File: config.mk
export PLATFORM = sky130hd
export DESIGN_NAME = page_load_ctrl
export DESIGN_NICKNAME = d
export VERILOG_FILES = /design/src/rtl/plc_pkg.sv /design/src/rtl/plc_tick_timer.sv /design/src/rtl/plc_page_buf.sv /design/src/rtl/page_load_ctrl.sv
export SDC_FILE = /design/constraint.sdc
export NUM_CORES = 1
export LEC_CHECK = 0
export ABC_AREA = 1
export BUFFER_PORTS_ARGS = -buffer_cell sky130_fd_sc_hd__buf_2
export CAP_MARGIN = 0
export CELL_PAD_IN_SITES_DETAIL_PLACEMENT = 0
export CELL_PAD_IN_SITES_GLOBAL_PLACEMENT = 1
export CORE_MARGIN = 2
export CORE_UTILIZATION = 25
export CTS_CLUSTER_DIAMETER = 50
export DETAILED_ROUTE_END_ITERATION = 8
export GPL_TIMING_DRIVEN = 0
export PLACE_DENSITY = 0.64
export SLEW_MARGIN = 30
export SYNTH_ARGS = -nofsm -noshare
export SYNTH_HDL_FRONTEND = slang
export SYNTH_SLANG_ARGS = --single-unit
File: constraint.sdc
create_clock -name clk -period 1.8 [get_ports clk]
set_input_delay 0.09 -clock clk [delete_from_list [all_inputs] [get_ports clk]]
set_output_delay 0.09 -clock clk [all_outputs]
set_load 0.03 [all_outputs]
File: src/rtl/plc_pkg.sv
package plc_pkg;
  typedef enum logic [1:0] {
    ST_IDLE = 2'd0,
    ST_LOAD = 2'd1,
    ST_PROG = 2'd2
  } plc_state_e;
endpackage

File: src/rtl/plc_tick_timer.sv
// Counts timebase ticks while enabled; flags the tick that reaches LIMIT.
module plc_tick_timer #(
  parameter int unsigned LIMIT = 4
) (
  input  logic clk,
  input  logic rst_n,
  input  logic en_i,
  input  logic clr_i,
  input  logic tick_i,
  output logic expire_o
);
  localparam int unsigned CW = $clog2(LIMIT + 1);
  localparam logic [CW-1:0] LAST = CW'(LIMIT - 1);

  logic [CW-1:0] cnt_q, cnt_d;

  assign expire_o = en_i && !clr_i && tick_i && (cnt_q == LAST);

  always_comb begin
    cnt_d = cnt_q;
    if (clr_i || !en_i) begin
      cnt_d = '0;
    end else if (tick_i) begin
      cnt_d = (cnt_q == LAST) ? '0 : cnt_q + 1'b1;
    end
  end

  always_ff @(posedge clk or negedge rst_n) begin
    if (!rst_n) begin
      cnt_q <= '0;
    end else begin
      cnt_q <= cnt_d;
    end
  end
endmodule

File: src/rtl/plc_page_buf.sv
// Byte-wide page buffer with a whole-page FFh preset and a single byte write port.
module plc_page_buf #(
  parameter int unsigned BYTES  = 128,
  parameter int unsigned DATA_W = 8
) (
  input  logic                      clk,
  input  logic                      rst_n,
  input  logic                      preset_i,
  input  logic                      we_i,
  input  logic [$clog2(BYTES)-1:0]  col_i,
  input  logic [DATA_W-1:0]         data_i,
  output logic [BYTES*DATA_W-1:0]   page_o
);
  localparam int unsigned COL_W = $clog2(BYTES);

  for (genvar g = 0; g < BYTES; g++) begin : g_byte
    logic              hit;
    logic [DATA_W-1:0] b_q;

    assign hit = we_i && (col_i == COL_W'(g));

    always_ff @(posedge clk or negedge rst_n) begin
      if (!rst_n) begin
        b_q <= '1;
      end else if (hit) begin
        b_q <= data_i;
      end else if (preset_i) begin
        b_q <= '1;
      end
    end

    assign page_o[g*DATA_W +: DATA_W] = b_q;
  end
endmodule

File: src/rtl/page_load_ctrl.sv
module page_load_ctrl
  import plc_pkg::*;
#(
  parameter int unsigned ADDR_W        = 18,
  parameter int unsigned DATA_W        = 8,
  parameter int unsigned PAGE_BYTES    = 128,
  parameter int unsigned LOAD_TO_TICKS = 200,
  parameter int unsigned PROG_TICKS    = 5000
) (
  input  logic                               clk,
  input  logic                               rst_n,
  input  logic                               wr_stb_i,
  input  logic [ADDR_W-1:0]                  wr_addr_i,
  input  logic [DATA_W-1:0]                  wr_data_i,
  input  logic                               tick_i,
  input  logic                               wr_allow_i,
  output logic [PAGE_BYTES*DATA_W-1:0]       page_data_o,
  output logic [ADDR_W-$clog2(PAGE_BYTES)-1:0] page_addr_o,
  output logic                               start_o,
  output logic                               busy_o,
  output logic [ADDR_W-1:0]                  last_addr_o,
  output logic [DATA_W-1:0]                  last_data_o
);
  localparam int unsigned COL_W = $clog2(PAGE_BYTES);

  plc_state_e        state_q, state_d;
  logic              start_q, start_d;
  logic [ADDR_W-1:0] last_addr_q;
  logic [DATA_W-1:0] last_data_q;
  logic              accept, preset, load_exp, prog_exp;

  assign accept = wr_stb_i && wr_allow_i && (state_q != ST_PROG);
  assign preset = accept && (state_q == ST_IDLE);

  plc_tick_timer #(.LIMIT(LOAD_TO_TICKS)) u_load_tmr (
    .clk     (clk),
    .rst_n   (rst_n),
    .en_i    (state_q == ST_LOAD),
    .clr_i   (accept),
    .tick_i  (tick_i),
    .expire_o(load_exp)
  );

  plc_tick_timer #(.LIMIT(PROG_TICKS)) u_prog_tmr (
    .clk     (clk),
    .rst_n   (rst_n),
    .en_i    (state_q == ST_PROG),
    .clr_i   (1'b0),
    .tick_i  (tick_i),
    .expire_o(prog_exp)
  );

  plc_page_buf #(.BYTES(PAGE_BYTES), .DATA_W(DATA_W)) u_buf (
    .clk     (clk),
    .rst_n   (rst_n),
    .preset_i(preset),
    .we_i    (accept),
    .col_i   (wr_addr_i[COL_W-1:0]),
    .data_i  (wr_data_i),
    .page_o  (page_data_o)
  );

  always_comb begin
    state_d = state_q;
    start_d = 1'b0;
    unique case (state_q)
      ST_IDLE: if (accept) state_d = ST_LOAD;
      ST_LOAD: if (load_exp) begin
        state_d = ST_PROG;
        start_d = 1'b1;
      end
      ST_PROG: if (prog_exp) state_d = ST_IDLE;
      default: state_d = ST_IDLE;
    endcase
  end

  always_ff @(posedge clk or negedge rst_n) begin
    if (!rst_n) begin
      state_q <= ST_IDLE;
      start_q <= 1'b0;
    end else begin
      state_q <= state_d;
      start_q <= start_d;
    end
  end

  always_ff @(posedge clk or negedge rst_n) begin
    if (!rst_n) begin
      last_addr_q <= '0;
      last_data_q <= '0;
    end else if (accept) begin
      last_addr_q <= wr_addr_i;
      last_data_q <= wr_data_i;
    end
  end

  assign start_o     = start_q;
  assign busy_o      = (state_q == ST_PROG);
  assign last_addr_o = last_addr_q;
  assign last_data_o = last_data_q;
  assign page_addr_o = last_addr_q[ADDR_W-1:COL_W];
endmodule

==> flow_summary.yaml <==
critical_path:
  cp_cell_sequence: "inv_2 -> nand2_2 -> nand2_4 -> buf_12 -> nor2_4 -> buf_12 -> buf_12 -> nand3_4 -> buf_4 -> nor2_1 -> nor2_1"
  rr_worst_depth: 11
  cp.required_ns: 2.55
  end_kind: "register"
  crit_path_max_fanout: 7
  cp_common_cell: "buf_12"
  slowest_delay_ns: 0.42
  critPathArrivalTime_ns: 2.59
  cpMaxStageDelayCell: "dfrtp_2"
  path_class: "register to register"
  start_kind: "register"
yosys:
  synthCells: 5026
  synth-seq-cells: 1074
  synth.largest_area_cell: "dfstp_2"
  yosysWarnings: 0
  synth_adder_area_share: 0.000567
  ys_seq_area_frac: 0.638
  ys.flop_type: "dfstp_2"
  async_flop_share: 1.00
  postSynthAreaPerCell_um2: 8.79
  synth-xor-area-share: 0.00119
  synth_top_family_by_area: "simple AND/OR/NAND/NOR gates"
  synth_fp_nets: 5059
  synth_edf_count: 0
  yosysMostFrequentCell: "nor2_1"
  ys_top_cells_by_area: "dfstp_2, nor2_1, nand2_1, o21ai_0, dfrtp_1"
  yosys.area_share.simple: 0.270
  syn_area_um2: 44200
  synth.distinct_cells: 28
  synthMuxAreaShare: 0
  synth_commonest_cells: "nor2_1, dfstp_2, nand2_1"
  synth_compound_area_frac: 0.0548
  yosysTopAreaCellShare: 0.609
global_routing:
  antenna_found_initial: 12
  gr-total-overflow: 0
  top_usage_layer: "met2"
  grt_util_met1: 0.295
  grt_pass1_wl_mm: 311
  grt_pass1_vias: 39467
  grt_util_met2: 0.412
  grt_max_degree: 115
  met3_usage: 0.0564
  grt_usage: 0.244
floorplan:
  core_region_area_um2: 176000
  die_area_um2: 180000
  die_h_um: 424
  ioPinCount: 1094
  core.rowCount: 154
  initial_core_util: 0.251
  die_w_um: 424
layout:
  layout.nets: 6457
  layout-drive-gt1-share: 0.476
  area_delta_synth_final_pct: 45.4
timing:
  slew_viol_final: 0
  finalHoldViolCount: 6
  setup_violations: 62
  tightest_slew_ns: 1.09
  rsz0062_at_grt: "yes"
  finalSetupTns_ns: -0.964
  relSlewSlack: 0.276
  setup_ws_ns: -0.0459
  skew_ns: 0.0273
  fin_hold_ws_ns: -0.0371
  min_period_ns: 1.85
  max_freq_mhz: 542
  fin_crit_sh: 1.03
clock_network:
  cts_max_path_buffers: 3
  cts-root-buf: "clkbuf_16"
  clkLatencyLatePin_ns: 0.83
  h-tree-depth: 4
  cts_tree: "yes"
  cts_buffers: 155
  cts_sinks: 1074
  clkTransAtPathRegs_ns: 0.06
placed_design:
  portBuffers: 1084
  gp_congestion: 0.872
  hpwl_mm: 167
routing:
  dr.pass1.iters: 7
  totalWireLength_mm: 227
  wl_per_cell_um: 25.5
  drt_iter0_markers: 2810
  antenna_left: 0
  drc: 0
  num_vias: 40727
  via_per_inst: 4.58
status:
  status: "complete, but fails checks"
  failed_checks: "negative hold slack, negative setup slack"
min_path:
  hp-class: "input pin to asynchronous set/reset pin"
power:
  p_per_area_nw_per_um2: 1530
  ir_drop_uv: 781
  p_leak_nw: 29.4
run:
  drv_cap: 0
-- what timing repair did --
action                                 in CTS  in global routing
cloned                                      7                  7
endpoints found under the hold margin     319                219
setup buffers                              40                 36
pin swaps                                  32                 79
hold buffers                               37                 10
setup endpoints to repair                1069               1009
gates resized for setup                   611                450
-- cells by family after synthesis --
logic type,count (synthesis)
flops,1074
compound gates,481
simple gates,3071
buf+inv,392
fa+ha+maj,2
xor+xnor,6
-- placed cells by master, fill, tap and decap left out, drive strengths merged --
cell type,count
a31oi,8
dfrtp,50
nor2,1987
and3,1
nand2,914
clkinvlp,10
xnor2,1
a21oi,142
clkbuf,339
nor3,32
dlygate4sd3,40
dfstp,1024
o21a,1
nand4,9
buf,1255
xor2,5
clkinv,40
ha,2
o21ai,330
diode,2
bufinv,17
inv,216
nand3,135
-- through the flow --
stage	setup WS (ns)	cells	util	total power [mW]	cell area, µm²
global route	-0.131	8899	0.365	102	64200
finish	-0.0459	8900	0.365	98.2	64200
CTS	-0.0672	8847	0.352	98.5	61900
detailed placement	-1.46	8472	0.303	65.2	53200
floorplan	0.176	5026	-	54.1	44200
global placement	-23.19	8450	0.299	64.8	52500
-- flip-flops by register name (all words and copies together) (netlist names) --
signal / count
u_prog_tmr.cnt_q: 13
last_addr_o: 18
last_data_o: 8
u_buf.g_byte.b_q: 1024
state_q: 2
u_load_tmr.cnt_q: 8
start_o: 1
-- path summary, 6_finish.rpt --
kind                                                startpoint                              endpoint  slack (ns)
hold reg to reg            u_buf.g_byte[73].b_q[2]$_DFFE_PN1P_   u_buf.g_byte[73].b_q[2]$_DFFE_PN1P_        0.45
hold / removal                                           rst_n  u_buf.g_byte[110].b_q[6]$_DFFE_PN1P_       -0.04
max in group asynchronous                                rst_n            last_addr_o[8]$_DFFE_PN0P_        0.17
setup / recovery                        state_q[0]$_DFFE_PN0P_   u_buf.g_byte[40].b_q[4]$_DFFE_PN1P_       -0.05
min in group clk                                  wr_addr_i[8]            last_addr_o[8]$_DFFE_PN0P_        0.10
setup reg to reg                        state_q[0]$_DFFE_PN0P_   u_buf.g_byte[40].b_q[4]$_DFFE_PN1P_       -0.05
-- layout make-up --
cell class | count | area, µm²
repair buffers | 1235 | 7740
diodes | 2 | 5.00
clock inverters | 84 | 1170
fillers | 18322 | 112000
clock buffers | 207 | 4310
well taps | 2340 | 2930
plain buffers | 192 | 1420
flip-flops and latches | 1074 | 28200
inverters | 199 | 827
multi-input cells | 3567 | 17700
-- worst max-delay path, delay by kind of cell (launching register included) --
family / cells / cell delay (ns)
buf+inv: 5 / 0.72
flops: 1 / 0.42
simple gates: 6 / 0.63
-- power breakdown --
group          switching, mW  internal [mW]
clock network           12.6           19.6
logic                   21.7           7.19
registers               3.44           33.6
total                   37.8           60.4
-- metal layers --
layer / vias up / wire length, µm / part of all wire
li1: 18589 / - / -
met1: 20318 / 90100 / 0.40
met2: 1412 / 111000 / 0.49
met3: 402 / 14500 / 0.064
met4: 6 / 11300 / 0.050
met5: - / 38 / 0.00017
No activity file was read; power rests on OpenSTA's default activity.
